`src/rtl/hub_intr_pkg.sv`:
```
package hub_intr_pkg;
  localparam int unsigned MAP_W  = 8;
  localparam int unsigned PORTS  = 4;
  localparam int unsigned CHG_W  = PORTS + 1;
  localparam logic [1:0] RSP_IDLE = 2'd0;
  localparam logic [1:0] RSP_NAK  = 2'd1;
  localparam logic [1:0] RSP_DATA = 2'd2;
endpackage

```
`src/rtl/hub_chg_collect.sv`:
```
module hub_chg_collect #(
  parameter int unsigned W = 5
) (
  input  logic         clk,
  input  logic         rst,
  input  logic [W-1:0] evt,
  input  logic [W-1:0] clr,
  input  logic         eof_mark,
  output logic [W-1:0] snap
);
  logic [W-1:0] sticky;

  for (genvar i = 0; i < W; i++) begin : g_bit
    always_ff @(posedge clk) begin
      if (rst) begin
        sticky[i] <= 1'b0;
        snap[i]   <= 1'b0;
      end else begin
        sticky[i] <= (sticky[i] & ~clr[i]) | evt[i];
        if (eof_mark) snap[i] <= sticky[i] & ~clr[i];
        else          snap[i] <= snap[i] & ~clr[i];
      end
    end
  end


  evt_kept_chk: assert property (@(posedge clk) disable iff (rst)
    (evt != '0) |=> ((sticky & $past(evt)) == $past(evt)));

  snap_hold_chk: assert property (@(posedge clk) disable iff (rst)
    (!eof_mark && clr == '0) |=> $stable(snap));

  clr_snap_chk: assert property (@(posedge clk) disable iff (rst)
    (clr != '0) |=> ((snap & $past(clr)) == '0));
endmodule

```
`src/rtl/hub_in_responder.sv`:
```
module hub_in_responder
  import hub_intr_pkg::*;
#(
  parameter int unsigned W   = CHG_W,
  parameter int unsigned OUT_W = MAP_W
) (
  input  logic             clk,
  input  logic             rst,
  input  logic [W-1:0]     snap,
  input  logic             in_tok,
  input  logic             configured,
  input  logic             host_ack,
  output logic [1:0]       rsp_kind,
  output logic [OUT_W-1:0] rsp_data,
  output logic             rsp_toggle
);
  localparam int unsigned PAD = OUT_W - W;

  logic cfg_q;
  logic pend;
  logic give_data;

  assign give_data = configured && (snap != '0);

  always_ff @(posedge clk) begin
    if (rst) begin
      rsp_kind <= RSP_IDLE;
      rsp_data <= '0;
    end else if (in_tok) begin
      rsp_kind <= give_data ? RSP_DATA : RSP_NAK;
      rsp_data <= give_data ? {{PAD{1'b0}}, snap} : '0;
    end else begin
      rsp_kind <= RSP_IDLE;
      rsp_data <= '0;
    end
  end

  always_ff @(posedge clk) begin
    if (rst) begin
      cfg_q      <= 1'b0;
      pend       <= 1'b0;
      rsp_toggle <= 1'b0;
    end else begin
      cfg_q <= configured;
      if (configured && !cfg_q) begin
        rsp_toggle <= 1'b0;
        pend       <= 1'b0;
      end else begin
        if (host_ack && pend) rsp_toggle <= ~rsp_toggle;
        if (in_tok)           pend <= give_data;
        else if (host_ack)    pend <= 1'b0;
      end
    end
  end


  rsvd_zero_chk: assert property (@(posedge clk) disable iff (rst)
    rsp_data[OUT_W-1:W] == '0);

  unconf_nak_chk: assert property (@(posedge clk) disable iff (rst)
    (in_tok && !configured) |=> rsp_kind == RSP_NAK);

  data_nonzero_chk: assert property (@(posedge clk) disable iff (rst)
    (rsp_kind == RSP_DATA) |-> (rsp_data != '0));

  idle_zero_chk: assert property (@(posedge clk) disable iff (rst)
    (rsp_kind != RSP_DATA) |-> (rsp_data == '0));

  tog_hold_chk: assert property (@(posedge clk) disable iff (rst)
    (!host_ack && !(configured && !cfg_q)) |=> $stable(rsp_toggle));
endmodule

```
`src/rtl/hub_intr_ep.sv`:
```
module hub_intr_ep
  import hub_intr_pkg::*;
(
  input  logic             clk,
  input  logic             rst,
  input  logic             evt_hub,
  input  logic [PORTS-1:0] evt_port,
  input  logic             clr_hub,
  input  logic [PORTS-1:0] clr_port,
  input  logic             eof_mark,
  input  logic             configured,
  input  logic             in_tok,
  input  logic             host_ack,
  output logic [1:0]       rsp_kind,
  output logic [MAP_W-1:0] rsp_data,
  output logic             rsp_toggle
);
  logic [CHG_W-1:0] snap;

  hub_chg_collect #(.W(CHG_W)) u_collect (
    .clk      (clk),
    .rst      (rst),
    .evt      ({evt_port, evt_hub}),
    .clr      ({clr_port, clr_hub}),
    .eof_mark (eof_mark),
    .snap     (snap)
  );

  hub_in_responder #(.W(CHG_W), .OUT_W(MAP_W)) u_resp (
    .clk        (clk),
    .rst        (rst),
    .snap       (snap),
    .in_tok     (in_tok),
    .configured (configured),
    .host_ack   (host_ack),
    .rsp_kind   (rsp_kind),
    .rsp_data   (rsp_data),
    .rsp_toggle (rsp_toggle)
  );
endmodule

```
`config.mk`:
```
export PLATFORM = sky130hd
export DESIGN_NAME = hub_intr_ep
export DESIGN_NICKNAME = d
export VERILOG_FILES = /design/src/rtl/hub_intr_pkg.sv /design/src/rtl/hub_chg_collect.sv /design/src/rtl/hub_in_responder.sv /design/src/rtl/hub_intr_ep.sv
export SDC_FILE = /design/constraint.sdc
export NUM_CORES = 1
export LEC_CHECK = 0
export BUFFER_PORTS_ARGS = -buffer_cell sky130_fd_sc_hd__buf_2
export CAP_MARGIN = 20
export CORE_UTILIZATION = 45
export DETAILED_ROUTE_END_ITERATION = 12
export GPL_TIMING_DRIVEN = 0
export PLACE_DENSITY = 0.84
export SLEW_MARGIN = 20
export SYNTH_ARGS = -nofsm -noshare
export SYNTH_HDL_FRONTEND = slang
export SYNTH_SLANG_ARGS = --single-unit
```
`constraint.sdc`:
```
create_clock -name clk -period 1.3 [get_ports clk]
set_input_delay 0.195 -clock clk [delete_from_list [all_inputs] [get_ports clk]]
set_output_delay 0.195 -clock clk [all_outputs]
set_load 0.02 [all_outputs]
```
==> results of run 1 <==
## cell families (layout without fill, tap and decap cells)
| logic type | after synthesis | in the layout | share of synthesized area [%] |
|---|---|---|---|
| other | 1 | 3 | 0.5352 |
| multiplexers | 5 | 5 | 7.143 |
| flip-flops | 20 | 20 | 57.14 |
| AO/OA/AOI/OAI | 10 | 10 | 8.752 |
| buffers and inverters | 11 | 37 | 7.499 |
| AND/OR/NAND/NOR | 23 | 23 | 17.68 |
| XOR/XNOR | 1 | 1 | 1.250 |
## flip-flops by register name, summed over array words and instances (netlist names)
signal	flops
u_resp.rsp_toggle	1
u_resp.cfg_q	1
u_resp.pend	1
u_collect.sticky	5
u_resp.rsp_kind	2
u_resp.rsp_data	5
u_collect.snap	5
## repair_timing
| action | 4_1_cts | 5_1_grt |
|---|---|---|
| resized for setup | 0 | 1 |
| setup buffers | 0 | 0 |
| endpoints found under the setup margin | 0 | 1 |
## stage by stage
| stage | area (µm²) | hold slack (ns) |
|---|---|---|
| 6_report | 874.6 | 0.04930 |
| 5_1_grt | 874.6 | 0.03912 |
| 4_1_cts | 873.3 | 0.05224 |
| 3_5_place_dp | 837.1 | 0.3741 |
| 3_3_place_gp | 837.1 | 0.3744 |
| 2_1_floorplan | 708.2 | 0.2718 |
## layer usage
metal  wire length (µm)  track usage, %  vias up
li1                   -               -      289
met1                488           15.93      248
met2                589           25.00       20
met3                 71           3.913        4
met4                 48           13.55        0
met5                  0               0        -
## power by group through the flow
stage	clock [mW]	sequential, mW	combinational, mW
finish	0.351	0.642	0.103
global route	0.390	0.645	0.114
detailed placement	0	0.656	0.101
global placement	0	0.655	0.0978
CTS	0.354	0.642	0.103
floorplan	0	0.658	0.0593
## final cells by class
cell class / instances / area, µm² / share of cell area (%)
Multi-Input combinational cell: 42 / 255.2 / 29.18
Tap cell: 15 / 18.77 / 2.146
Inverter: 6 / 22.52 / 2.575
Sequential cell: 20 / 401.6 / 45.92
Clock buffer: 4 / 36.28 / 4.149
Timing Repair Buffer: 22 / 110.1 / 12.59
Buffer: 5 / 30.03 / 3.433
## placed cells by master, fill, tap and decap left out
cell	instances
buf_2	22
dfxtp_1	19
nor2_1	7
inv_1	6
a21oi_1	6
mux2i_1	5
nor3_1	5
and3_1	4
buf_4	3
conb_1	3
clkbuf_4	3
nand2_1	2
nor2b_1	1
and3_2	1
or4_4	1
o21ai_2	1
and3b_1	1
buf_1	1
clkbuf_1	1
and2_1	1
o21a_1	1
o211ai_1	1
a21o_1	1
xor2_1	1
clkbuf_8	1
dfxtp_2	1
## path summary, 6_finish.rpt
kind,slack [ns],depth (start not counted),to,start
setup / recovery,0.04,3,u_resp.pend$_SDFFE_PP0P_,u_collect.snap[3]$_SDFF_PP0_
hold / removal,0.05,2,u_collect.snap[3]$_SDFF_PP0_,clr_port[2]
setup reg to reg,0.04,3,u_resp.pend$_SDFFE_PP0P_,u_collect.snap[3]$_SDFF_PP0_
hold reg to reg,0.46,2,u_resp.pend$_SDFFE_PP0P_,u_resp.pend$_SDFFE_PP0P_
==> summary.md, run 1 <==
| Metric | Value |
|---|---|
| Number of standard cells after synthesis | `71` |
| Largest area contributor in the netlist | `dfxtp_1` |
| WS Path Type | `register to register` |
| Placed Instances | `110` |
| Pins over their slew limit | `0` |
| Post-Route Setup TNS | `0 ns` |
| Proportion of netlist area held by the largest area contributor | `57.14%` |
| Final clock skew | `between 0.002 and 0.003 ns` |
| Cell leakage power | `between 0.4 and 0.5 nW` |
| Final core utilization | `64.01%` |
| Setup violation total in the final timing report | `0` |
| Number of synthesized flops with an enable pin | `0` |
| Boundary Pins | `27` |
| Most numerous cell types in the synthesized netlist | `dfxtp_1, nor2_1, a21oi_1, inv_1` |
| Diodes inserted | `0` |
| Max stage delay cell, worst path | `or4_4` |
| Clock period minus worst slack | `around 1.3 ns` |
| Clock Root Buffer | `clkbuf_4` |
| Number of iterations in the first detailed-routing pass | `4` |
| Seq pwr share | `roughly 59%` |
| Horizontal die dimension | `41.46 µm` |
| Share of synthesized flip-flops with an asynchronous set or reset | `0%` |
| Clock latency reported for the late side of the worst-skew pair | `~0.3 ns` |
| Number of vias after detailed routing | `561` |
| Number of global-route vias before repair | `485` |
| Setup repair after global routing missed its margin | `true` |
| Worst Setup Slack, final | `approximately 0.037 ns` |
| Antenna violations before repair | `0` |
| Drc violations | `0` |
| Power consumption | `1.096 mW` |
| Maxcap violations | `0` |
| Total global-route track usage | `15.29%` |
| Net Sw Power | `0.2447 mW` |
| Routed wire per std cell | `10.51 µm` |
| Unique cell type count in the Yosys netlist | `22` |
| Biggest fanout along the worst timing path | `3` |
| Type of destination of the critical path | `register` |
| Number of input and output port buffers inserted | `22` |
| Sequential-to-total area share from yosys stat | `a little under three fifths` |
| Most frequently used cell type in the post-synthesis netlist | `dfxtp_1` |
| Residual overflow from global routing | `0` |
| Share of the cycle needed by the critical path after routing | `97.19%` |
| Kind of start point of the critical path | `register` |
| Worst path bufs/invs | `0` |
| Buffers from clock root to sink, at most | `2` |
| Floorplan row count | `13` |
| Comb pwr share | `9.4%` |
| Switching power as a share of total power | `22.33%` |
| Number of warnings issued by yosys | `0` |
| Final RePlAce weighted congestion | `slightly below 0.7` |
| Netlist Area Pre-Place | `700.7 µm²` |
| Number of vias per cell | `just under 5` |
| Total power density per cell area | `1253 nW/µm²` |
| Clock tree from TritonCTS | `done` |
| Initial cell density of the core | `roughly half` |
| Count of hold buffers inserted by post-cts repair | `0` |
| Cell class contributing the biggest share of worst-path delay | `simple AND/OR/NAND/NOR gates` |
| Largest vdd supply drop | `between 700 and 800 µV` |
| Required time at the endpoint of the critical path | `roughly 1.5 ns` |
| Fillers | `125` |
| Pre-CTS setup slack | `0.06405 ns` |
| Mean area per synthesized cell | `9.869 µm²` |
| Maximum operating frequency | `791.5 MHz` |
| Pin count of the biggest net entering global routing | `12` |
| Critical-path cell list | `or4_4, o211ai_1, a21oi_1` |
| Count of non-filler cells in the finished layout | `around 110` |
| Count of final hold-check violations | `0` |
| HP Class | `input pin to register` |
| Synthesis-stage register bit count | `20` |
| Layout overhead on the synthesized area | `24.82%` |
| Final Net Count | `116` |
| First-iteration detailed-routing DRC count | `2` |
| Most common flop cell mapped by yosys | `dfxtp_1` |
| Area of the core | `1366 µm²` |
| Synth area leaders | `dfxtp_1, mux2i_1, a21oi_1, nor2_1, and3_1` |
| Clock slew seen by the registers of the worst setup and hold paths | `0.10 ns` |
| Vertical extent of the die | `around 41 µm` |
| Portion of total power attributed to the clock network | `32.0%` |
| Detailed-route wire length | `1.198 mm` |
| Cell-internal power | `0.8512 mW` |
| Result of the run | `complete, no violations` |
| Die ar. | `1719 µm²` |
| Share of post-route cells with drive strength above 1 | `33.33%` |
| Critical path's largest stage delay | `about 0.55 ns` |
| Number of nets still failing antenna checks after routing | `0` |
| Clock sink count | `20` |
| H-tree levels | `1` |
| Data arrival, critical path | `1.46 ns` |
| Total clock buffers created by CTS | `3` |
| Wire length of the first global-routing pass | `1.952 mm` |
Power figures use the tool's default switching activity.
==> run 2: changes to the inputs <==
--- a/config.mk
+++ b/config.mk
@@ -5,7 +5,8 @@
 export SDC_FILE = /design/constraint.sdc
 export NUM_CORES = 1
 export LEC_CHECK = 0
-export BUFFER_PORTS_ARGS = -buffer_cell sky130_fd_sc_hd__buf_2
+export ABC_AREA = 1
+export BUFFER_PORTS_ARGS = -buffer_cell sky130_fd_sc_hd__buf_4
 export CAP_MARGIN = 20
 export CORE_UTILIZATION = 45
 export DETAILED_ROUTE_END_ITERATION = 12
==> run 2 against run 1 <==
  * Via count increased by 6.4%
  * Worst hold slack improved by 0.015 ns
  * Fmax rose by 26%
  * Non-clock buffer count unchanged
  * Total power is 2.8% higher
  * Setup slack improved by 0.26 ns
  * Critical path depth shrank 2
  * Sequential share of layout area is 4.3 points lower
  * Highest routed layer unchanged
==> summary.md, run 2 <==
| Metric | Value |
|---|---|
| Result of the run | `complete, no violations` |
| Placed inst area | `924.6 µm²` |
| Share of post-route cells with drive strength above 1 | `30.51%` |
| Routed wire per std cell | `9.187 µm` |
| Final clock skew | `0.0009681 ns` |
| H-tree levels | `1` |
| Cells resized by post-CTS repair | `0` |
| Vertical extent of the die | `42.13 µm` |
| Worst path bufs/invs | `1` |
| Critical path's largest stage delay | `0.37 ns` |
| Number of iterations in the first detailed-routing pass | `3` |
| Number of input and output port buffers inserted | `23` |
| Maximum operating frequency | `around 1000 MHz` |
| Antenna violations before repair | `0` |
| Most numerous cell types in the synthesized netlist | `nor2_1, dfxtp_1, inv_1` |
| Number of warnings issued by yosys | `0` |
| Floorplan row count | `14` |
| # Post-CTS Setup Buffers | `0` |
| Share of synthesized flip-flops with an asynchronous set or reset | `0%` |
| Layout overhead on the synthesized area | `32.64%` |
| Pin count of the biggest net entering global routing | `12` |
| Number of global-route vias before repair | `between 500 and 600` |
| WS Path Type | `register to primary output` |
| Unique cell type count in the Yosys netlist | `15` |
| Final Net Count | `approximately 140` |
| Synthesis-stage register bit count | `20` |
| Number of nets still failing antenna checks after routing | `0` |
| Total power density per cell area | `between 1000 and 1500 nW/µm²` |
| Pins over their slew limit | `0` |
| Drc violations | `0` |
| Area of the core | `~1500 µm²` |
| Number of vias per cell | `4.455` |
| Post-Route Setup TNS | `0 ns` |
| HP Class | `input pin to register` |
| Highest-count cells in the layout ignoring fill and taps | `buf_4, nor2_1, dfxtp_1` |
| Largest vdd supply drop | `555.6 µV` |
| Portion of total power attributed to the clock network | `30.5%` |
| Cell leakage power | `0.4707 nW` |
| Maxcap violations | `0` |
| Final worst hold slack | `approximately 0.065 ns` |
| First-iteration detailed-routing DRC count | `4` |
| Required time at the endpoint of the critical path | `1.11 ns` |
| Clock Root Buffer | `clkbuf_4` |
| Net Sw Power | `0.2534 mW` |
| Worst Setup Slack, final | `0.2986 ns` |
| Layout Cell Area excl Fill | `960.9 µm²` |
| Critical-path cell list | `buf_4` |
| Total clock buffers created by CTS | `3` |
| Number of standard cells after synthesis | `89` |
| Proportion of netlist area held by the largest area contributor | `55.27%` |
| Fillers | `134` |
| HPWL Detailed | `around 960 µm` |
| Boundary Pins | `27` |
| Sequential-to-total area share from yosys stat | `55.27%` |
| Comb pwr share | `roughly an eighth` |
| Number of vias after detailed routing | `597` |
| Seq pwr share | `57.4%` |
| Horizontal die dimension | `42.13 µm` |
| Most frequently used cell type in the post-synthesis netlist | `nor2_1` |
| Clock latency reported for the late side of the worst-skew pair | `0.29 ns` |
| Final core utilization | `63.79%` |
| Cell class contributing the biggest share of worst-path delay | `flip-flops` |
| Mean area per synthesized cell | `8.140 µm²` |
| Clock tree from TritonCTS | `done` |
| Buffers from clock root to sink, at most | `2` |
| Detailed-route wire length | `1.231 mm` |
| Total global-route track usage | `15.64%` |
| Largest area contributor in the netlist | `dfxtp_1` |
| Most frequent standard cell in the layout excluding fill and tap cells | `buf_4` |
| Residual overflow from global routing | `0` |
| Netlist Area Pre-Place | `roughly 720 µm²` |
| Die ar. | `1775 µm²` |
| Clock period minus worst slack | `1.001 ns` |
| Power consumption | `approximately 1.1 mW` |
| Data arrival, critical path | `0.81 ns` |
| Most common flop cell mapped by yosys | `dfxtp_1` |
| Pre-CTS setup slack | `around 0.45 ns` |
| Number of synthesized flops with an enable pin | `0` |
| Biggest fanout along the worst timing path | `3` |
| Synth area leaders | `dfxtp_1, nor2_1, inv_1, a21oi_1, buf_4` |
| Clock slew seen by the registers of the worst setup and hold paths | `0.10 ns` |
| Share of the cycle needed by the critical path after routing | `77.03%` |
| Count of non-filler cells in the finished layout | `134` |
| Reg2Reg Setup Slack | `around 0.47 ns` |
| Setup repair after global routing missed its margin | `false` |
| Wire length of the first global-routing pass | `2.042 mm` |
| Final RePlAce weighted congestion | `0.7642` |
| Initial cell density of the core | `48.09%` |
| Clock sink count | `20` |
| Count of final hold-check violations | `0` |
| Kind of start point of the critical path | `register` |
| Max stage delay cell, worst path | `dfxtp_1` |
| Registers with the most flip-flops | `u_collect.snap: 5 flops, u_collect.sticky: 5 flops, u_resp.rsp_data: 5 flops` |
| Switching power as a share of total power | `22.50%` |
| Type of destination of the critical path | `primary output` |
| Diodes inserted | `0` |
| Cell-internal power | `between 0.8 and 0.9 mW` |
| Placed Instances | `130` |
| Setup violation total in the final timing report | `0` |
| Count of hold buffers inserted by post-cts repair | `0` |
==> run 2: final timing paths <==
check                                                     from                            to  depth (start not counted)
worst max register to register        u_resp.pend$_SDFFE_PP0P_      u_resp.pend$_SDFFE_PP0P_                          4
worst min register to register  u_collect.sticky[1]$_SDFF_PP0_  u_collect.snap[1]$_SDFF_PP0_                          2
worst max-delay path            u_resp.rsp_toggle$_SDFFE_PP0P_                    rsp_toggle                          1
worst min-delay path                               clr_port[3]  u_collect.snap[4]$_SDFF_PP0_                          2
==> run 2: final cells by class <==
| cell class | count | area, µm² | area share [%] |
|---|---|---|---|
| flip-flops and latches | 20 | 400.4 | 41.67 |
| multi-input cells | 51 | 237.7 | 24.74 |
| clock buffers | 4 | 36.28 | 3.776 |
| inverters | 16 | 60.06 | 6.250 |
| plain buffers | 4 | 33.78 | 3.516 |
| repair buffers | 23 | 172.7 | 17.97 |
| well taps | 16 | 20.02 | 2.083 |
==> run 2: cell families (layout without fill, tap and decap cells) <==
family	count (synthesis)	count (layout)	synth area share, %
AOI/OAI and AO/OA	15	15	11.05
buffers and inverters	20	47	12.95
DFF	20	20	55.27
other	1	3	0.5176
and+or+nand+nor	33	33	20.21
==> run 2: power by group through the flow <==
| stage | combinational [mW] | sequential, mW | clock (mW) |
|---|---|---|---|
| 5_1_grt | 0.153 | 0.649 | 0.379 |
| 3_3_place_gp | 0.131 | 0.659 | 0 |
| 3_5_place_dp | 0.137 | 0.660 | 0 |
| 4_1_cts | 0.138 | 0.646 | 0.354 |
| 6_report | 0.137 | 0.646 | 0.344 |
| 2_1_floorplan | 0.0721 | 0.664 | 0 |
==> run 2: worst register-to-register path, stage by stage (launching register included) <==
cell	delay (ns)
dfxtp_1	0.38
inv_1	0.05
o21ai_0	0.13
nand2_1	0.08
a21oi_1	0.12
==> run 2: routing by layer <==
| metal | up-vias | routed length [µm] | global-route usage (%) |
|---|---|---|---|
| met5 | - | 0 | 0 |
| met4 | 0 | 13 | 9.375 |
| met3 | 2 | 52 | 3.879 |
| met2 | 17 | 638 | 27.50 |
| met1 | 251 | 526 | 16.76 |
| li1 | 327 | - | - |
==> run 3: changes to the inputs <==
==> constraint.sdc (replaced) <==
create_clock -name clk -period 1 [get_ports clk]
set_input_delay 0.15 -clock clk [delete_from_list [all_inputs] [get_ports clk]]
set_output_delay 0.15 -clock clk [all_outputs]
set_load 0.02 [all_outputs]
==> run 3 against run 2 <==
  * First-iteration DRC count down 25%
  * Largest power group unchanged
  * Worst hold slack worse by 0.017 ns
  * Total power up 30%
  * Sequential power up 30%
  * Core utilization up 0.66 points
  * Combinational power up 33%
  * Clock power up 30%
  * Via count up 0.50%
  * Count of clock-buffer cells in the layout unchanged
==> summary.md, run 3 (synthesis results as in run 2) <==
| Metric | Value |
|---|---|
| Kind of start point of the critical path | `register` |
| Critical-path cell list | `buf_4` |
| HPWL Detailed | `958.7 µm` |
| Final core utilization | `64.45%` |
| Total global-route track usage | `15.64%` |
| Fillers | `134` |
| Busiest layer in global routing | `met2` |
| Layout overhead on the synthesized area | `34.02%` |
| Total power density per cell area | `1513 nW/µm²` |
| Share of the cycle needed by the critical path after routing | `95.66%` |
| Buffers from clock root to sink, at most | `2` |
| Clock sink count | `20` |
| Count of non-filler cells in the finished layout | `roughly 140` |
| Setup repair after global routing missed its margin | `false` |
| Diodes inserted | `0` |
| Pre-CTS setup slack | `0.1826 ns` |
| Clock Root Buffer | `clkbuf_4` |
| Clock slew seen by the registers of the worst setup and hold paths | `approximately 0.10 ns` |
| Area of the core | `about 1500 µm²` |
| Reg2Reg Setup Slack | `around 0.17 ns` |
| Global routing usage on met2 | `27.50%` |
| Post-Route Setup TNS | `0 ns` |
| Required time at the endpoint of the critical path | `approximately 0.85 ns` |
| Portion of total power attributed to the clock network | `30.5%` |
| Worst path bufs/invs | `1` |
| Max stage delay cell, worst path | `dfxtp_1` |
| Number of iterations in the first detailed-routing pass | `3` |
| Residual overflow from global routing | `0` |
| Clock period minus worst slack | `0.9566 ns` |
| Comb pwr share | `12.4%` |
| Final Net Count | `between 100 and 150` |
| Wire length of the first global-routing pass | `2.042 mm` |
| Biggest fanout along the worst timing path | `3` |
| Cell class contributing the biggest share of worst-path delay | `flip-flops` |
| Drc violations | `0` |
| Detailed-route wire length | `1.265 mm` |
| Die ar. | `roughly 1800 µm²` |
| Met3 usage in global routing | `a little under 4%` |
| Most frequent standard cell in the layout excluding fill and tap cells | `buf_4` |
| Result of the run | `complete, no violations` |
| Worst Setup Slack, final | `between 0.04 and 0.05 ns` |
| Vertical extent of the die | `42.13 µm` |
| Final clock skew | `between 0.0009 and 0.001 ns` |
| Initial cell density of the core | `about half` |
| Seq pwr share | `57.2%` |
| Power consumption | `1.469 mW` |
| Antenna violations before repair | `0` |
| Clock tree from TritonCTS | `done` |
| Clock latency reported for the late side of the worst-skew pair | `between 0.2 and 0.3 ns` |
| # Post-CTS Setup Buffers | `0` |
| Pin count of the biggest net entering global routing | `12` |
| HP Class | `input pin to register` |
| Type of destination of the critical path | `primary output` |
| Boundary Pins | `27` |
| Number of input and output port buffers inserted | `23` |
| Maxcap violations | `0` |
| Total clock buffers created by CTS | `3` |
| Horizontal die dimension | `about 42 µm` |
| H-tree levels | `1` |
| Cell-internal power | `1.137 mW` |
| Final RePlAce weighted congestion | `0.7642` |
| Number of nets still failing antenna checks after routing | `0` |
| Floorplan row count | `14` |
| Data arrival, critical path | `between 0.8 and 0.9 ns` |
| Pins over their slew limit | `0` |
| Highest-count cells in the layout ignoring fill and taps | `buf_4, nor2_1, dfxtp_1` |
| WS Path Type | `register to primary output` |
| Setup violation total in the final timing report | `0` |
| First-iteration detailed-routing DRC count | `3` |
| Largest vdd supply drop | `722.9 µV` |
| Registers with the most flip-flops | `u_collect.snap: 5 flops, u_collect.sticky: 5 flops, u_resp.rsp_data: 5 flops` |
| Cell leakage power | `roughly 0.47 nW` |
| Share of post-route cells with drive strength above 1 | `roughly 30%` |
| Critical path's largest stage delay | `0.37 ns` |
| Net Sw Power | `0.3320 mW` |
| Met1 usage in global routing | `between 10% and 20%` |
| Placed Instances | `130` |
| Number of vias per cell | `4.444` |
| Switching power as a share of total power | `22.60%` |
| Routed wire per std cell | `around 9.4 µm` |
| Number of vias after detailed routing | `600` |
| Number of global-route vias before repair | `roughly 520` |
| Maximum operating frequency | `roughly 1000 MHz` |
| Count of final hold-check violations | `0` |
-- run 3: changes by cell type in the layout (fill, tap and decap cells not counted), sizes merged --
cell / before / now
dlygate4sd3: 0 / 1
-- run 3: area by class of cell --
cell class	instances	area, µm²	area share [%]
Inverter	16	60.06	6.186
Multi-Input combinational cell	51	237.7	24.48
Sequential cell	20	400.4	41.24
Tap cell	16	20.02	2.062
Clock buffer	4	36.28	3.737
Timing Repair Buffer	24	182.7	18.81
Buffer	4	33.78	3.479
-- run 3: routing by layer --
| metal | wire, µm | up-vias |
|---|---|---|
| met3 | 52 | 2 |
| met2 | 666 | 17 |
| met5 | 0 | - |
| li1 | - | 329 |
| met1 | 532 | 252 |
| met4 | 13 | 0 |
-- run 3: final timing paths --
| path | startpoint | to | cells past startpoint |
|---|---|---|---|
| worst max-delay path | u_resp.rsp_toggle$_SDFFE_PP0P_ | rsp_toggle | 1 |
| worst min-delay path | in_tok | u_resp.pend$_SDFFE_PP0P_ | 2 |
| worst max register to register | u_resp.pend$_SDFFE_PP0P_ | u_resp.pend$_SDFFE_PP0P_ | 4 |
| worst min register to register | u_collect.sticky[1]$_SDFF_PP0_ | u_collect.snap[1]$_SDFF_PP0_ | 2 |
-- run 3: per-stage QoR --
| step | cell area (µm²) | hold WS [ns] |
|---|---|---|
| floorplan | 732.0 | 0.2209 |
| global placement | 924.6 | 0.3270 |
| detailed placement | 924.6 | 0.3295 |
| CTS | 960.9 | 0.008707 |
| global route | 970.9 | 0.04181 |
| finish | 970.9 | 0.04782 |
-- run 3: power by group through the flow --
stage / Combinational [mW] / Clock (mW) / Sequential (mW)
after floorplan: 0.0938 / 0 / 0.863
after global placement: 0.171 / 0 / 0.857
after detailed placement: 0.178 / 0 / 0.858
after CTS: 0.179 / 0.460 / 0.840
after global routing: 0.203 / 0.493 / 0.843
final: 0.182 / 0.448 / 0.840
-- run 3: timing repair --
item                      CTS  global route
resized for setup           0             0
hold buffers                0             1
hold endpoints to repair    0             1
